**config.mk**
```make
export PLATFORM = sky130hd
export DESIGN_NAME = audio_serial_tx
export DESIGN_NICKNAME = d
export VERILOG_FILES = /design/src/rtl/audio_serial_pkg.sv /design/src/rtl/audio_frame_counter.sv /design/src/rtl/audio_bit_fsm.sv /design/src/rtl/audio_serial_tx.sv
export SDC_FILE = /design/constraint.sdc
export NUM_CORES = 1
export LEC_CHECK = 0
export BUFFER_PORTS_ARGS = -buffer_cell sky130_fd_sc_hd__buf_2
export CELL_PAD_IN_SITES_DETAIL_PLACEMENT = 0
export CELL_PAD_IN_SITES_GLOBAL_PLACEMENT = 1
export CORE_MARGIN = 10
export CORE_UTILIZATION = 40
export DETAILED_ROUTE_END_ITERATION = 7
export MAX_ROUTING_LAYER = met4
export PLACE_DENSITY = 0.8
export SLEW_MARGIN = 20
export SYNTH_ARGS = -nofsm -noshare
export SYNTH_HDL_FRONTEND = slang
export SYNTH_SLANG_ARGS = --single-unit
```
**constraint.sdc**
```tcl
create_clock -name clk -period 1.8 [get_ports clk]
set_input_delay 0.09 -clock clk [delete_from_list [all_inputs] [get_ports clk]]
set_output_delay 0.09 -clock clk [all_outputs]
set_load 0.01 [all_outputs]
```
**src/rtl/audio_serial_pkg.sv**
```systemverilog
package audio_serial_pkg;
    localparam int SAMPLE_W = 32;
    localparam int PERIOD_W = 14;
    localparam int HALF_W   = 4;

    typedef enum logic [1:0] {
        ST_IDLE  = 2'd0,
        ST_SHIFT = 2'd1,
        ST_GAP   = 2'd2
    } bit_state_t;
endpackage

```
**src/rtl/audio_frame_counter.sv**
```systemverilog
module audio_frame_counter #(
    parameter int PERIOD_W = 14
) (
    input  logic                clk,
    input  logic                rst_n,
    input  logic                active,
    input  logic [PERIOD_W-1:0] period,
    output logic [PERIOD_W-1:0] cntr,
    output logic                boundary
);
    logic [PERIOD_W-1:0] cntr_q;

    always_ff @(posedge clk or negedge rst_n) begin
        if (!rst_n) begin
            cntr_q <= '0;
        end else if (!active) begin
            cntr_q <= '0;
        end else if (cntr_q == '0) begin
            cntr_q <= period;
        end else begin
            cntr_q <= cntr_q - 1'b1;
        end
    end

    assign cntr     = cntr_q;
    assign boundary = active && (cntr_q == '0);

    // the counter steps down by one inside a frame
    assert_count_down_R2: assert property (@(posedge clk) disable iff (!rst_n)
        (active && cntr_q != '0) |=> (!active || cntr_q == $past(cntr_q) - 1'b1));

    // a disabled block holds the counter at zero
    assert_idle_zero_R8: assert property (@(posedge clk) disable iff (!rst_n)
        !active |=> (cntr_q == '0 || active));
endmodule

```
**src/rtl/audio_bit_fsm.sv**
```systemverilog
module audio_bit_fsm
    import audio_serial_pkg::*;
#(
    parameter int SMP_W = 32,
    parameter int HW    = 4
) (
    input  logic             clk,
    input  logic             rst_n,
    input  logic             active,
    input  logic             boundary,
    input  logic [HW-1:0]    half,
    input  logic [SMP_W-1:0] load_word,
    output logic             bclk_o,
    output logic             sdata_o,
    output logic             wsel_o
);
    localparam int IDX_W = $clog2(SMP_W);
    localparam logic [IDX_W-1:0] LAST_IDX  = IDX_W'(SMP_W - 1);
    localparam logic [IDX_W-1:0] RIGHT_IDX = IDX_W'(SMP_W / 2);

    bit_state_t       state_q, state_d;
    logic [HW-1:0]    hcnt_q;
    logic [IDX_W-1:0] bitidx_q;
    logic [SMP_W-1:0] shreg_q;
    logic             bclk_q;
    logic             last_fall;

    assign last_fall = (state_q == ST_SHIFT) && (hcnt_q == '0) && bclk_q
                       && (bitidx_q == LAST_IDX);

    // next state
    always_comb begin
        state_d = state_q;
        unique case (state_q)
            ST_IDLE:  if (boundary) state_d = ST_SHIFT;
            ST_SHIFT: begin
                if (!active)        state_d = ST_IDLE;
                else if (boundary)  state_d = ST_SHIFT;
                else if (last_fall) state_d = ST_GAP;
            end
            ST_GAP: begin
                if (!active)        state_d = ST_IDLE;
                else if (boundary)  state_d = ST_SHIFT;
            end
            default:                state_d = ST_IDLE;
        endcase
    end

    // state register
    always_ff @(posedge clk or negedge rst_n) begin
        if (!rst_n) state_q <= ST_IDLE;
        else        state_q <= state_d;
    end

    // bit timing datapath
    always_ff @(posedge clk or negedge rst_n) begin
        if (!rst_n) begin
            bclk_q   <= 1'b0;
            hcnt_q   <= '0;
            bitidx_q <= '0;
            shreg_q  <= '0;
        end else if (!active) begin
            bclk_q   <= 1'b0;
            hcnt_q   <= '0;
            bitidx_q <= '0;
            shreg_q  <= '0;
        end else if (boundary) begin
            bclk_q   <= 1'b0;
            hcnt_q   <= half;
            bitidx_q <= '0;
            shreg_q  <= load_word;
        end else if (state_q == ST_SHIFT) begin
            if (hcnt_q == '0) begin
                hcnt_q <= half;
                bclk_q <= ~bclk_q;
                if (bclk_q && bitidx_q != LAST_IDX) begin
                    bitidx_q <= bitidx_q + 1'b1;
                    shreg_q  <= {shreg_q[SMP_W-2:0], 1'b0};
                end
            end else begin
                hcnt_q <= hcnt_q - 1'b1;
            end
        end else begin
            bclk_q <= 1'b0;
        end
    end

    // outputs
    always_comb begin
        bclk_o  = bclk_q;
        sdata_o = (state_q == ST_SHIFT) ? shreg_q[SMP_W-1] : 1'b0;
        wsel_o  = !((state_q == ST_SHIFT) && (bitidx_q >= RIGHT_IDX));
    end

    // bit clock is low outside the shifting state
    assert_bclk_quiet_R3: assert property (@(posedge clk) disable iff (!rst_n)
        (state_q != ST_SHIFT) |-> !bclk_q);

    // bit clock rises only after a full half period in SHIFT
    assert_bclk_rise_R3: assert property (@(posedge clk) disable iff (!rst_n)
        $rose(bclk_q) |-> ($past(hcnt_q) == '0 && $past(state_q) == ST_SHIFT));

    // data holds steady except at a falling edge or frame start
    assert_data_hold_R4: assert property (@(posedge clk) disable iff (!rst_n)
        (state_q == ST_SHIFT && $past(state_q) == ST_SHIFT
         && !$fell(bclk_q) && !$past(boundary)) |-> $stable(sdata_o));
endmodule

```
**src/rtl/audio_serial_tx.sv**
```systemverilog
module audio_serial_tx
    import audio_serial_pkg::*;
(
    input  logic                clk,
    input  logic                rst_n,
    input  logic [PERIOD_W-1:0] period_i,
    input  logic [HALF_W-1:0]   half_i,
    input  logic [SAMPLE_W-1:0] smp_data_i,
    input  logic                smp_valid_i,
    output logic                smp_ready_o,
    output logic                bclk_o,
    output logic                wsel_o,
    output logic                sdata_o,
    output logic [PERIOD_W-1:0] cntr_o
);
    logic                active;
    logic                boundary;
    logic                soft_rst;
    logic [SAMPLE_W-1:0] held_q;
    logic [SAMPLE_W-1:0] next_word;

    assign soft_rst  = (half_i == '0);
    assign active    = !soft_rst && (period_i != '0);
    assign next_word = smp_valid_i ? smp_data_i : held_q;

    always_ff @(posedge clk or negedge rst_n) begin
        if (!rst_n)                        held_q <= '0;
        else if (soft_rst)                 held_q <= '0;
        else if (boundary && smp_valid_i)  held_q <= smp_data_i;
    end

    audio_frame_counter #(.PERIOD_W(PERIOD_W)) u_frame (
        .clk      (clk),
        .rst_n    (rst_n),
        .active   (active),
        .period   (period_i),
        .cntr     (cntr_o),
        .boundary (boundary)
    );

    audio_bit_fsm #(.SMP_W(SAMPLE_W), .HW(HALF_W)) u_bits (
        .clk       (clk),
        .rst_n     (rst_n),
        .active    (active),
        .boundary  (boundary),
        .half      (half_i),
        .load_word (next_word),
        .bclk_o    (bclk_o),
        .sdata_o   (sdata_o),
        .wsel_o    (wsel_o)
    );

    assign smp_ready_o = boundary;

    // an accepted word becomes the held word
    assert_capture_R6: assert property (@(posedge clk) disable iff (!rst_n)
        (smp_ready_o && smp_valid_i && !soft_rst) |=> held_q == $past(smp_data_i));

    // without a handshake the held word is kept
    assert_hold_keep_R7: assert property (@(posedge clk) disable iff (!rst_n)
        (!smp_ready_o && !soft_rst) |=> $stable(held_q));

    // soft reset clears the held word
    assert_soft_clear_R8: assert property (@(posedge clk) disable iff (!rst_n)
        soft_rst |=> held_q == '0);
endmodule

```
## Yosys cells after proc, flatten, opt, wreduce, memory -nomap -nowiden

Cells that the tools add are included.

| operators by class | value |
|---|---|
| $add $sub $neg | 3 |
| order comparisons | 1 |
| eq/ne operators | 9 |
| multiplexer cells | 30 |
| bitwise logic cells | 1 |
| reductions and logical operators | 17 |

Operators by type and width:

| operator | count |
|---|---|
| 32-bit two-way mux | 8 |
| 14-bit two-way mux | 2 |
| 5-bit two-way mux | 5 |
| 4-bit two-way mux | 4 |
| 14-bit zero test | 1 |
| 14-bit nonzero test | 1 |
| 14-bit by 1-bit subtractor with 14-bit output (second input constant) | 1 |
| 2-bit two-way mux | 5 |
| 3-bit inequality test (second input constant) | 3 |
| 1-bit logical AND | 8 |
| 4-bit zero test | 2 |
| 4-bit inequality test (second input constant) | 2 |
| 2-bit case mux with 3 select lines | 1 |
| 5-bit by 1-bit adder with 5-bit output (second input constant) | 1 |
| 5-bit == test (second input constant) | 1 |
| 5-bit greater-or-equal comparator (second input constant) | 1 |
| 1-bit two-way mux | 5 |
| 5-bit inequality test (second input constant) | 1 |
| 4-bit by 1-bit subtractor with 4-bit output (second input constant) | 1 |
| 3-bit AND reduction | 1 |
| 2-bit by 1-bit == test with 1-bit output (second input constant) | 1 |
| 2-bit == test (second input constant) | 1 |
| 1-bit zero test | 2 |
| 2-bit zero test | 1 |
| other kinds (2) | 2 |

| storage, ports and cells | value |
|---|---|
| register bits | 90 |
| input bits | 53 |
| output and inout bits | 18 |
| logic and storage cells | 68 |

## Logic depth before layout (Yosys ltp)

Gate-level depths: netlist of the first run.

| logic depth | value |
|---|---|
| word-level depth | 8 |
| gate-level depth with buffers | 9 |

## Cells and area by module

A second synthesis of the first run with hierarchy kept.

| second synthesis, totals | value |
|---|---|
| cells, all modules | 483 |
| area total of the unflattened synthesis | 4938.5 µm² |

By module, submodules not included:

| module | times used | cells an instance | area each (µm²) |
|---|---|---|---|
| audio_bit_fsm | 1 | 221 | 2374.8 |
| audio_serial_tx | 1 | 182 | 1783.0 |
| audio_frame_counter | 1 | 80 | 780.7 |

## Worst setup path before layout of the first run

No wires, ideal clock.

| timing path | value |
|---|---|
| path kind | reg-to-reg |
| start | register u_bits.bitidx_q[0] |
| end | register u_bits.bitidx_q[3] |
| library setup time | 0.079 ns |
| arrival | 1.829 ns |
| required time | 1.721 ns |
| slack | -0.107 ns |
| stages on the path, launching flop included | 8 |
| clock period less this slack | 1.907 ns |
| cells stage by stage | dfrtp_1 > ha_1 > and3_1 > ha_1 > nor2b_1 > nand3_1 > or3_1 > a21oi_1 |

| between the ends | value |
|---|---|
| word-level cells in the longest chain between the ends | 6 |
| elaborated cells on any way between the ends | 10 |
| classes of those cells | add/sub (1); eq/ne (2); mux (5); reduce/logical (2) |

Ends and longest elaborated chain:

| element | RTL line | RTL |
|---|---|---|
| from (decl) | audio_bit_fsm.sv:23 | `logic [IDX_W-1:0] bitidx_q;` |
| from (signal assigned) | audio_bit_fsm.sv:77 | `bitidx_q <= bitidx_q + 1'b1;` |
| 5-bit by 1-bit adder with 5-bit output | audio_bit_fsm.sv:77 |  |
| 5-bit two-way mux | audio_bit_fsm.sv:76 | `if (bclk_q && bitidx_q != LAST_IDX) begin` |
| 5-bit two-way mux | audio_bit_fsm.sv:73 | `if (hcnt_q == '0) begin` |
| 5-bit two-way mux | audio_bit_fsm.sv:72 | `end else if (state_q == ST_SHIFT) begin` |
| 5-bit two-way mux | audio_bit_fsm.sv:67 | `end else if (boundary) begin` |
| 5-bit two-way mux | audio_bit_fsm.sv:62 | `end else if (!active) begin` |

Several ways; a longest one is shown, not always the timed one. The select of a mux whose other input is x is not followed.
A chain may end at the register's enable or synchronous reset.

## Final worst setup path of the first run

| timing path | value |
|---|---|
| start | register u_bits.bitidx_q[1] |
| end | register u_bits.shreg_q[11] |

| between the ends | value |
|---|---|
| word-level cells in the longest chain between the ends | 4 |

Ends and longest elaborated chain:

| element | RTL line | RTL |
|---|---|---|
| 5-bit inequality test | audio_bit_fsm.sv:76 |  |
| 1-bit logical AND | audio_bit_fsm.sv:76 |  |
| 3-bit inequality test (no source line) | - |  |
| 3-bit AND reduction (no source line) | - |  |
| to (signal assigned) | audio_bit_fsm.sv:71 | `shreg_q <= load_word;` |
| to (signal assigned) | audio_bit_fsm.sv:78 | `shreg_q <= {shreg_q[SMP_W-2:0], 1'b0};` |
| to (decl) | audio_bit_fsm.sv:24 | `logic [SMP_W-1:0] shreg_q;` |

Every way passes these cells.

==> run metrics, run 1 <==
CP startpoint u_bits.bitidx_q[1]$_DFFE_PN0P_; worst r2r src u_bits.bitidx_q[1]$_DFFE_PN0P_; CP Max Fanout 8; final clock skew 0.0113 ns; DRT antenna net count 0; TritonCTS clock tree yes; DRT iter0 DRCs 410; Initial Util 40.9%; clock tree sinks 90; slowest cell on the critical path dfrtp_1; Synthesized Nets just under 600; CP max stage delay 0.39 ns; Primary FF master, synth dfrtp_1; GRT overflow 0; number of global-route vias before repair 4660; hpwl dp 9.19 mm; Final Critical Period about 1.9 ns; Post-synth EDFFs 0; worst reg-to-reg path cell count 9; num rows 40; pre-CTS WS -0.129 ns; Multi-input gate area 2760 um^2; DR WL/cell around 19 um; hold crit path type input port to register; Initial DRT Pass Iterations 5; Worst Setup Start Kind register; final setup fails 58; port buffer count 70; Crit Path Class register to register; Num CTS Buffers 9; CP Data Required Time between 2 and 2.5 ns; Setup crit end kind register; clk_lat worst skew 0.35 ns; R2R setup slack -0.13 ns; CP arrival 2.18 ns; final non-filler cell total 810; clk slew on worst S/H paths 0.07 ns; MaxCap Viol Count 0; DP Area ~5700 um^2; fraction of registers with async set/reset 100%; Yosys cell types 52; Rel. slew slack around 72%; first-pass GRT wire length 23.9 mm; Mapped Cells 525; Inst Count DP 764; core box area 12100 um^2; pwr dens 1170 nW/um^2; final hold violations 0; Leak between 3 and 4 nW; fin. max-slew vios 0; Chip Width between 100 and 150 um; Vias approximately 4.6k; cell mode on critical path and3_4; GRT Total Usage 18.1%; setup ws final -0.131 ns; CP Cell Sequence ha_2 -> and3_4 -> ha_4 -> nor2b_4 -> and3_4 -> buf_6 -> clkbuf_16 -> nand2_1 -> a31oi_1; fin crit share 107%; unrepaired setup endpoints after global routing true; FILL cells 1047; slew at the pin with the worst max-slew slack slightly above 0.4 ns; synthesized flop and latch total 90; run status complete, but fails checks; syn avg cell area 9.39 um^2; IO Pins 71; Die ar. 17200 um^2; Register Area 2250 um^2; final hold slack 0.00517 ns; H-tree Lvls 3; clock root buffer clkbuf_16; Die H 131 um; nets@finish 696; total power 7.89 mW; violated checks negative setup slack; total wire length 15.7 mm; Placer Congestion 0.878; final core utilization 56.1%; pin count of the biggest net entering global routing 66; Final Cell Area 6770 um^2; Post-Syn Area 4930 um^2; CTS Buffer Depth 2; Peak VDD IR 574 uV; Fmax achieved 0.518 GHz; reg2reg end u_bits.shreg_q[11]$_DFFE_PN0P_; YS warnings 0; setup TNS -1.94 ns; Vias/cell 5.68; drc violations 0; initial antenna violation count 0; area growth from synthesis to layout 37.3%; Critical Path Sink u_bits.shreg_q[11]$_DFFE_PN0P_; Diodes inserted 0; layout cell share with drive strength beyond 1 a little under half; register area share after synthesis 45.7%
## registers in the layout, summed over array words and instances, names as in the netlist
register         flops
u_bits.state_q       2
u_frame.cntr        14
held_q              32
u_bits.bitidx_q      5
u_bits.bclk_o        1
u_bits.hcnt_q        4
u_bits.shreg_q      32
## Yosys cell counts (3+ instances only)
library cell  number  share of area, %
nand2b_1           3              0.38
inv_1              4              0.30
nand3_1            8              0.81
xnor2_1            4              0.71
buf_2             10               1.0
nor4_1             5              0.63
o21ai_2           29               5.2
nor2b_1            4              0.51
a21oi_1           14               1.4
clkbuf_1          28               2.1
o21ai_0           50               5.1
a211oi_1           4              0.61
nand4_1           33               4.2
ha_1               5               1.3
nor2_1            20               1.5
a31oi_1           34               4.3
nand2_1          103               7.8
mux2_2            32               7.3
dfrtp_1           90                46
xor2_1             4              0.71
nor3_1             4              0.41
## cell type report
| cell class | count | share of cell area, % |
|---|---|---|
| clock buffers | 13 | 3.99 |
| repair buffers | 146 | 18.1 |
| multi-input cells | 387 | 40.8 |
| well taps | 168 | 3.11 |
| inverters | 4 | 0.222 |
| flip-flops and latches | 90 | 33.3 |
| clock inverters | 2 | 0.518 |
## repair_timing
| item | in CTS | in global routing |
|---|---|---|
| hold buffers | 1 | 0 |
| setup endpoints to repair | 78 | 88 |
| resized for setup | 29 | 93 |
| gates cloned | 4 | 6 |
| buffers inserted | 14 | 9 |
| pin swaps | 14 | 25 |
| hold endpoints to repair | 65 | 0 |
## placed cells by master (no fill, tap or decap), types with 5 or more instances in the layout
master      n
dfrtp_1    90
nor4_1      5
o21ai_2    39
buf_2      68
nand2_4     7
nand2_2    14
buf_6       9
nor2_1     19
a21oi_1    11
nand3_1     7
o21ai_1    18
o21ai_0    23
buf_4      49
nand2_1    82
clkbuf_16  15
a31oi_1    26
mux2_2     32
buf_12      7
nand4_1    33
## critical path, delay by kind of cell (launching register included)
| kind | cells | cell delay, ns |
|---|---|---|
| adder cells (fa/ha/maj) | 2 | 0.36 |
| buffers and inverters | 2 | 0.26 |
| AO/OA/AOI/OAI | 1 | 0.21 |
| flip-flops | 1 | 0.39 |
| AND/OR/NAND/NOR | 4 | 0.62 |
## layer usage
layer / share of wire (%) / wire, um / track usage, %
met5: 0 / 0 / -
met4: 1.8 / 280 / 5.36
met3: 5.0 / 777 / 3.95
met2: 52 / 8170 / 30.1
met1: 41 / 6440 / 21.5
## how the worst min path moves through the flow
stage	start	to	slack [ns]	depth (start not counted)
2_1_floorplan	rst_n	held_q[0]$_DFFE_PN0P_	-0.21	0
3_3_place_gp	rst_n	u_frame.cntr[9]$_DFF_PN0_	0.003	1
3_5_place_dp	rst_n	u_frame.cntr[9]$_DFF_PN0_	0.007	1
4_1_cts	smp_data_i[15]	held_q[15]$_DFFE_PN0P_	0.004	3
5_1_grt	smp_data_i[11]	held_q[11]$_DFFE_PN0P_	0.01	3
6_report	smp_data_i[15]	held_q[15]$_DFFE_PN0P_	0.005	3
## where the power goes
group | internal [mW] | leakage (nW) | switching [mW]
sequential | 2.60 | 1.22 | 0.492
clock | 1.18 | 0.152 | 0.780
combinational | 1.44 | 1.72 | 1.39
## cell families (layout without fill, tap and decap cells)
family	count (synthesis)	in the layout	share of synthesized area [%]
adders and majority gates	5	5	1.27
muxes	33	33	7.52
buffers and inverters	48	165	4.95
and+or+nand+nor	198	198	20.2
DFF	90	90	45.7
xor gates and xnor gates	8	8	1.42
AOI/OAI and AO/OA	143	143	18.9
Power figures use the tool's default switching activity.
==> run 2, diff against run 1 <==
--- a/config.mk
+++ b/config.mk
@@ -5,14 +5,15 @@
 export SDC_FILE = /design/constraint.sdc
 export NUM_CORES = 1
 export LEC_CHECK = 0
+export ABC_AREA = 1
 export BUFFER_PORTS_ARGS = -buffer_cell sky130_fd_sc_hd__buf_2
 export CELL_PAD_IN_SITES_DETAIL_PLACEMENT = 0
 export CELL_PAD_IN_SITES_GLOBAL_PLACEMENT = 1
 export CORE_MARGIN = 10
-export CORE_UTILIZATION = 40
+export CORE_UTILIZATION = 38
 export DETAILED_ROUTE_END_ITERATION = 7
 export MAX_ROUTING_LAYER = met4
-export PLACE_DENSITY = 0.8
+export PLACE_DENSITY = 0.79
 export SLEW_MARGIN = 20
 export SYNTH_ARGS = -nofsm -noshare
 export SYNTH_HDL_FRONTEND = slang
==> run 2 against run 1 <==
The flow now finishes without violations; first-iteration DRC count is 20% lower; cell area rose by 0.48%; core utilization is 2.4 points lower; final cell count increased by 17%; clock-buffer cell count decreased by 2; setup slack gained 0.16 ns; flip-flop and latch count is the same; sequential power is 12% lower; total power decreased by 7.3%; highest routed layer unchanged.
==> run metrics, run 2 <==
DRT antenna net count 0 (unchanged); Mapped Cells 635 (+21%); top cell type's share of synthesized area 45.7% (about the same); final hold violations 0 (unchanged); setup ws final 0.0325 ns (+0.164 ns); clock root buffer clkbuf_16; R2R setup slack 0.03 ns (+0.16 ns); DP Area 5610 um^2 (-1.6%); Hold Path Depth 3 (unchanged); Num CTS Buffers 9 (unchanged); DRT iter0 DRCs 329 (-20%); Primary FF master, synth dfrtp_1; Crit Path Class register to register; clock tree sinks 90 (unchanged); CP arrival 2.05 ns (-0.13 ns); most common cell in the netlist nand2_1; clk_lat worst skew 0.34 ns (about the same); fin crit share 98.2% (-9.1 points); layout cell share with drive strength beyond 1 26.9% (-18 points); worst r2r src u_bits.bitidx_q[1]$_DFFE_PN0P_; synthesized flop and latch total 90 (unchanged); Post-Syn Area 4930 um^2 (about the same); Fmax achieved 0.566 GHz (+9.3%); run status finished clean; Vias 4600 (-0.022%); Die H 134 um (+2.2%); Synthesized Nets 693 (+19%); Post-synth EDFFs 0 (unchanged); Diodes inserted 0 (unchanged); slew at the pin with the worst max-slew slack 0.561 ns (+0.147 ns); clk slew on worst S/H paths 0.06 ns (about the same); nets@finish 833 (+20%); most frequent cells in the layout 213 x nand2_1, 89 x dfrtp_1, 68 x buf_2; Inst Count DP 874 (+14%); hpwl dp 8.61 mm (-6.3%); H-tree Lvls 3 (unchanged); total power 7.31 mW (-7.3%); pin count of the biggest net entering global routing 52 (-21%); CP Max Fanout 8 (unchanged); Die ar. 17900 um^2 (+4.5%); Peak VDD IR 833 uV (+45%); syn avg cell area 7.76 um^2 (-17%); reg2reg end u_bits.shreg_q[14]$_DFFE_PN0P_; port buffer count 70 (unchanged); Vias/cell 4.84 (-15%); final clock skew 0.00594 ns (-0.00531 ns); Placer Congestion 0.809 (-7.9%); pwr dens 1080 nW/um^2 (-7.8%); fin. max-slew vios 0 (unchanged); number of global-route vias before repair 4470 (-4.1%); FILL cells 1212 (+16%); initial antenna violation count 0 (unchanged); area growth from synthesis to layout 37.9%; total wire length 14.0 mm (-11%); Initial DRT Pass Iterations 4 (-1); Final Critical Period 1.77 ns (-0.164 ns); pre-CTS WS -0.0348 ns (+0.0938 ns); Chip Width 134 um (+2.2%); final non-filler cell total 950 (+17%); CP Data Required Time 2.09 ns (+0.04 ns); Min-Delay Endpoint held_q[3]$_DFFE_PN0P_; Rel. slew slack 62.6% (-9.8 points); unrepaired setup endpoints after global routing true; Yosys cell types 36 (-31%); final setup fails 0 (-100%); num rows 41 (+2.5%); DR WL/cell 14.7 um (-24%); first-pass GRT wire length 21.6 mm (-9.3%); CTS Buffer Depth 2 (unchanged); final core utilization 53.6% (-2.4 points); core box area 12700 um^2 (+5.1%); Hold Crit Start smp_data_i[3]; top cells by area, synth dfrtp_1 46%, nand2_1 18%, nand3_1 5.9%, inv_1 3.7%, mux2i_1 3.2%; drc violations 0 (unchanged); TritonCTS clock tree yes; GRT Total Usage 15.0% (-3.1 points); commonest non-fill, non-tap cell in the layout nand2_1; post-synth top area cell dfrtp_1; Initial Util 38.9% (-2.0 points); IO Pins 71 (unchanged); fraction of registers with async set/reset 100% (unchanged); GRT overflow 0 (unchanged); Leak 3.56 nW (+15%); Worst Setup Start Kind register; MaxCap Viol Count 0 (unchanged); register area share after synthesis 45.7% (about the same); YS warnings 0 (unchanged); Post-synth top cells 236 x nand2_1, 90 x dfrtp_1, 58 x nand3_1, 48 x inv_1, 31 x o21ai_0; Final Cell Area 6800 um^2 (+0.48%); hold crit path type input port to register; Setup crit end kind register; worst reg-to-reg path cell count 10 (+1)
## run 2: cell type report
| cell class | count | area [um^2] | share of cell area, % |
|---|---|---|---|
| timing repair buffer | 161 | 1370 | 20.2 |
| sequential | 90 | 2250 | 33.1 |
| clock buffer | 11 | 243 | 3.57 |
| inverter | 52 | 203 | 2.98 |
| tap | 172 | 215 | 3.17 |
| clock inverter | 3 | 65.1 | 0.957 |
| multi-input combinational | 461 | 2450 | 36.0 |
## run 2: cells by family after synthesis
logic type / synth area share, %
simple gates: 31.0
flops: 45.7
buf+inv: 8.12
compound gates: 8.30
mux: 3.25
xor+xnor: 2.31
fa+ha+maj: 1.27
## run 2: per-stage QoR
stage | hold WS, ns | setup TNS, ns
5_1_grt | 0.0234 | -1.20
4_1_cts | 0.00254 | 0
2_1_floorplan | -0.206 | 0
3_5_place_dp | 0.120 | -0.442
3_3_place_gp | 0.120 | -0.00763
6_report | 0.00939 | 0
## run 2: routing by layer
layer,wire length [um],vias up,track usage (%)
met3,557,13,1.98
met2,6700,95,23.6
met1,6500,2182,18.8
li1,-,2310,-
met5,0,-,-
met4,247,0,6.77
## run 2: power breakdown
group | total [mW] | switching, mW | internal [mW]
clock | 2.03 | 0.793 | 1.24
combinational | 2.55 | 1.34 | 1.21
sequential | 2.73 | 0.314 | 2.42
## run 2: worst max path at each step
stage | startpoint | endpoint | cells past startpoint
after floorplan | u_frame.cntr[0]$_DFF_PN0_ | u_bits.shreg_q[15]$_DFFE_PN0P_ | 12
after global placement | u_frame.cntr[0]$_DFF_PN0_ | u_bits.shreg_q[8]$_DFFE_PN0P_ | 12
after detailed placement | u_frame.cntr[0]$_DFF_PN0_ | u_bits.shreg_q[18]$_DFFE_PN0P_ | 12
after CTS | u_frame.cntr[4]$_DFF_PN0_ | smp_ready_o | 7
after global routing | u_frame.cntr[11]$_DFF_PN0_ | u_bits.shreg_q[2]$_DFFE_PN0P_ | 11
final | u_bits.bitidx_q[1]$_DFFE_PN0P_ | u_bits.shreg_q[14]$_DFFE_PN0P_ | 10
## run 2: timing repair
| action | 4_1_cts | 5_1_grt |
|---|---|---|
| pin swaps | 4 | 23 |
| hold buffers | 32 | 0 |
| endpoints found under the hold margin | 68 | 0 |
| setup buffers | 2 | 20 |
| resized for setup | 8 | 57 |
| gates cloned | 1 | 7 |
| endpoints found under the setup margin | 32 | 64 |
## run 2: worst max-delay path, stage by stage, from the launching register on
cell and delay [ns]:
dfrtp_1 0.40, ha_2 0.20, nand2_2 0.07, nor2_2 0.04, ha_2 0.18, inv_2 0.07
nand3_4 0.08, a21oi_4 0.32, clkbuf_16 0.23, nand2_1 0.05, nand2_1 0.05
==> run 3, diff against run 2 <==
==> constraint.sdc (replaced) <==
create_clock -name clk -period 1.4 [get_ports clk]
set_input_delay 0.07 -clock clk [delete_from_list [all_inputs] [get_ports clk]]
set_output_delay 0.07 -clock clk [all_outputs]
set_load 0.01 [all_outputs]
==> run 3 against run 2 <==
The run now ends with negative setup slack left; clock-buffer cell count up 3; sequential share of layout area down 5.2 points; clock power up 16%; routed wire length up 19%; flip-flop and latch count unchanged; critical path type unchanged; largest power group is now combinational logic; global-route usage up 2.5 points; first-iteration DRC count up 4.6%; cell area up 18%; final cell count up 7.1%; clock skew up 0.0063 ns.
==> run metrics, run 3 (synthesis gave the netlist of run 2 again) <==
setup ws final -0.400 ns (-0.433 ns); Setup crit end kind register; FILL cells 1014 (-16%); MaxCap Viol Count 0 (unchanged); sw frac 35.6% (+2.1 points); Initial Util 38.9% (unchanged); Vias 5118 (+11%); clock tree sinks 90 (unchanged); H-tree Lvls 3 (unchanged); CP arrival 2.03 ns (-0.02 ns); pre-CTS WS -0.286 ns (-0.251 ns); hpwl dp 9.64 mm (+12%); final clock skew 0.0122 ns (+0.00629 ns); commonest non-fill, non-tap cell in the layout nand2_1; pwr dens 1290 nW/um^2 (+20%); worst reg-to-reg path cell count 10 (unchanged); Vias/cell 5.03 (+3.9%); Initial DRT Pass Iterations 4 (unchanged); setup TNS -29.54 ns (-29.54 ns); fin. max-slew vios 0 (unchanged); Chip Width 134 um (unchanged); combinational power share 43.7% (+8.9 points); DRT iter0 DRCs 344 (+4.6%); Register Area 2250 um^2 (unchanged); final core utilization 63.6% (+9.9 points); DR WL/cell 16.4 um (+11%); Switch Pwr 3.69 mW (+51%); Flop pwr share 33.6% (-3.8 points); DRT antenna net count 0 (unchanged); Die ar. 17900 um^2 (unchanged); most frequent cells in the layout 167 x nand2_1, 89 x dfrtp_1, 68 x buf_2; final non-filler cell total 1017 (+7.1%); Leak 4.05 nW (+14%); slew at the pin with the worst max-slew slack 0.402 ns (-0.159 ns); TritonCTS clock tree yes; Diodes inserted 0 (unchanged); Inst Count DP 918 (+5.0%); Final Critical Period 1.80 ns (+0.0326 ns); GRT Total Usage 17.5% (+2.5 points); clk slew on worst S/H paths 0.06 ns (about the same); final setup fails 91 (+91); clock root buffer clkbuf_16; CP Max Fanout 6 (-2); first-pass GRT wire length 25.3 mm (+17%); layout cell share with drive strength beyond 1 45.1% (+18 points); initial antenna violation count 0 (unchanged); Hold Path Depth 3 (unchanged); number of global-route vias before repair 5227 (+17%); drc violations 0 (unchanged); IO Pins 71 (unchanged); Int Power 6.69 mW (+37%); clk_lat worst skew 0.35 ns (about the same); violated checks negative setup slack; Crit Path Class register to register; Fmax achieved 0.556 GHz (-1.8%); hold crit path type input port to register; Peak VDD IR 569 uV (-32%); Die H 134 um (unchanged); CTS Buffer Depth 2 (unchanged); port buffer count 70 (unchanged); nets@finish 898 (+7.8%); final hold violations 0 (unchanged); clock share of power 22.7% (-5.1 points); area growth from synthesis to layout 63.4%; fin crit share 129% (+30 points); Rel. slew slack 73.2% (+11 points); pin count of the biggest net entering global routing 37 (-29%); Worst Setup Start Kind register; run status complete, but fails checks; Placer Congestion 0.814 (+0.66%); unrepaired setup endpoints after global routing true; core box area 12700 um^2 (unchanged); GRT overflow 0 (unchanged); Num CTS Buffers 9 (unchanged); num rows 41 (unchanged); total power 10.4 mW (+42%); CP Data Required Time 1.63 ns (-0.46 ns); total wire length 16.7 mm (+19%); Multi-input gate area 2990 um^2 (+22%)
-- run 3: layout make-up --
class / instances / share of cell area (%)
Clock buffer: 14 / 3.40
Multi-Input combinational cell: 462 / 37.1
Inverter: 52 / 2.76
Sequential cell: 90 / 28.0
Clock inverter: 2 / 0.124
Timing Repair Buffer: 225 / 26.0
Tap cell: 172 / 2.67
-- run 3: critical path, cell delays in order (launching register included) --
cell and delay, ns:
dfrtp_1 0.40, nor2_2 0.15, nand2_2 0.11, nor2_2 0.18
nand2_4 0.11, buf_12 0.15, nor2_8 0.17, nand2_8 0.12
clkbuf_16 0.18, nand3_2 0.05, o21ai_1 0.06
-- run 3: final timing paths --
kind | slack (ns) | startpoint | end
setup / recovery | -0.40 | u_frame.cntr[8]$_DFF_PN0_ | held_q[10]$_DFFE_PN0P_
hold / removal | 0.003 | period_i[9] | u_frame.cntr[9]$_DFF_PN0_
setup reg to reg | -0.40 | u_frame.cntr[8]$_DFF_PN0_ | held_q[10]$_DFFE_PN0P_
hold reg to reg | 0.48 | u_bits.shreg_q[17]$_DFFE_PN0P_ | u_bits.shreg_q[17]$_DFFE_PN0P_
max in group asynchronous | 0.66 | rst_n | u_frame.cntr[3]$_DFF_PN0_
min in group asynchronous | 0.19 | rst_n | u_bits.state_q[1]$_DFFE_PN0P_
-- run 3: per-stage QoR --
stage / hold slack [ns] / cell area [um^2]
after floorplan: -0.226 / 5230
after global placement: 0.0219 / 6210
after global routing: 0.0128 / 8060
after detailed placement: 0.0258 / 6210
final: 0.00335 / 8060
after CTS: 0.00125 / 7490
-- run 3: power groups by stage --
| stage | logic, mW | registers [mW] | clock network (mW) |
|---|---|---|---|
| after floorplan | 1.82 | 3.60 | 0 |
| after global placement | 3.35 | 3.46 | 0 |
| after detailed placement | 3.43 | 3.49 | 0 |
| after CTS | 3.98 | 3.45 | 2.37 |
| after global routing | 4.95 | 3.54 | 2.50 |
| final | 4.54 | 3.49 | 2.36 |
-- run 3: metal layers --
metal  vias to the layer above  part of all wire (%)  GRT usage (%)
met2                       119                    54           30.6
met1                      2529                    41           20.0
met4                         0                   2.0           5.80
met3                        24                   3.6           2.73
met5                         -                     0              -
li1                       2446                     -              -
-- run 3: timing repair --
| action | in CTS | in global routing |
|---|---|---|
| hold endpoints to repair | 61 | 1 |
| buffers inserted | 21 | 13 |
| setup endpoints to repair | 92 | 92 |
| pin swaps | 42 | 40 |
| resized for setup | 81 | 114 |
| hold buffers | 39 | 1 |
| gates cloned | 6 | 10 |
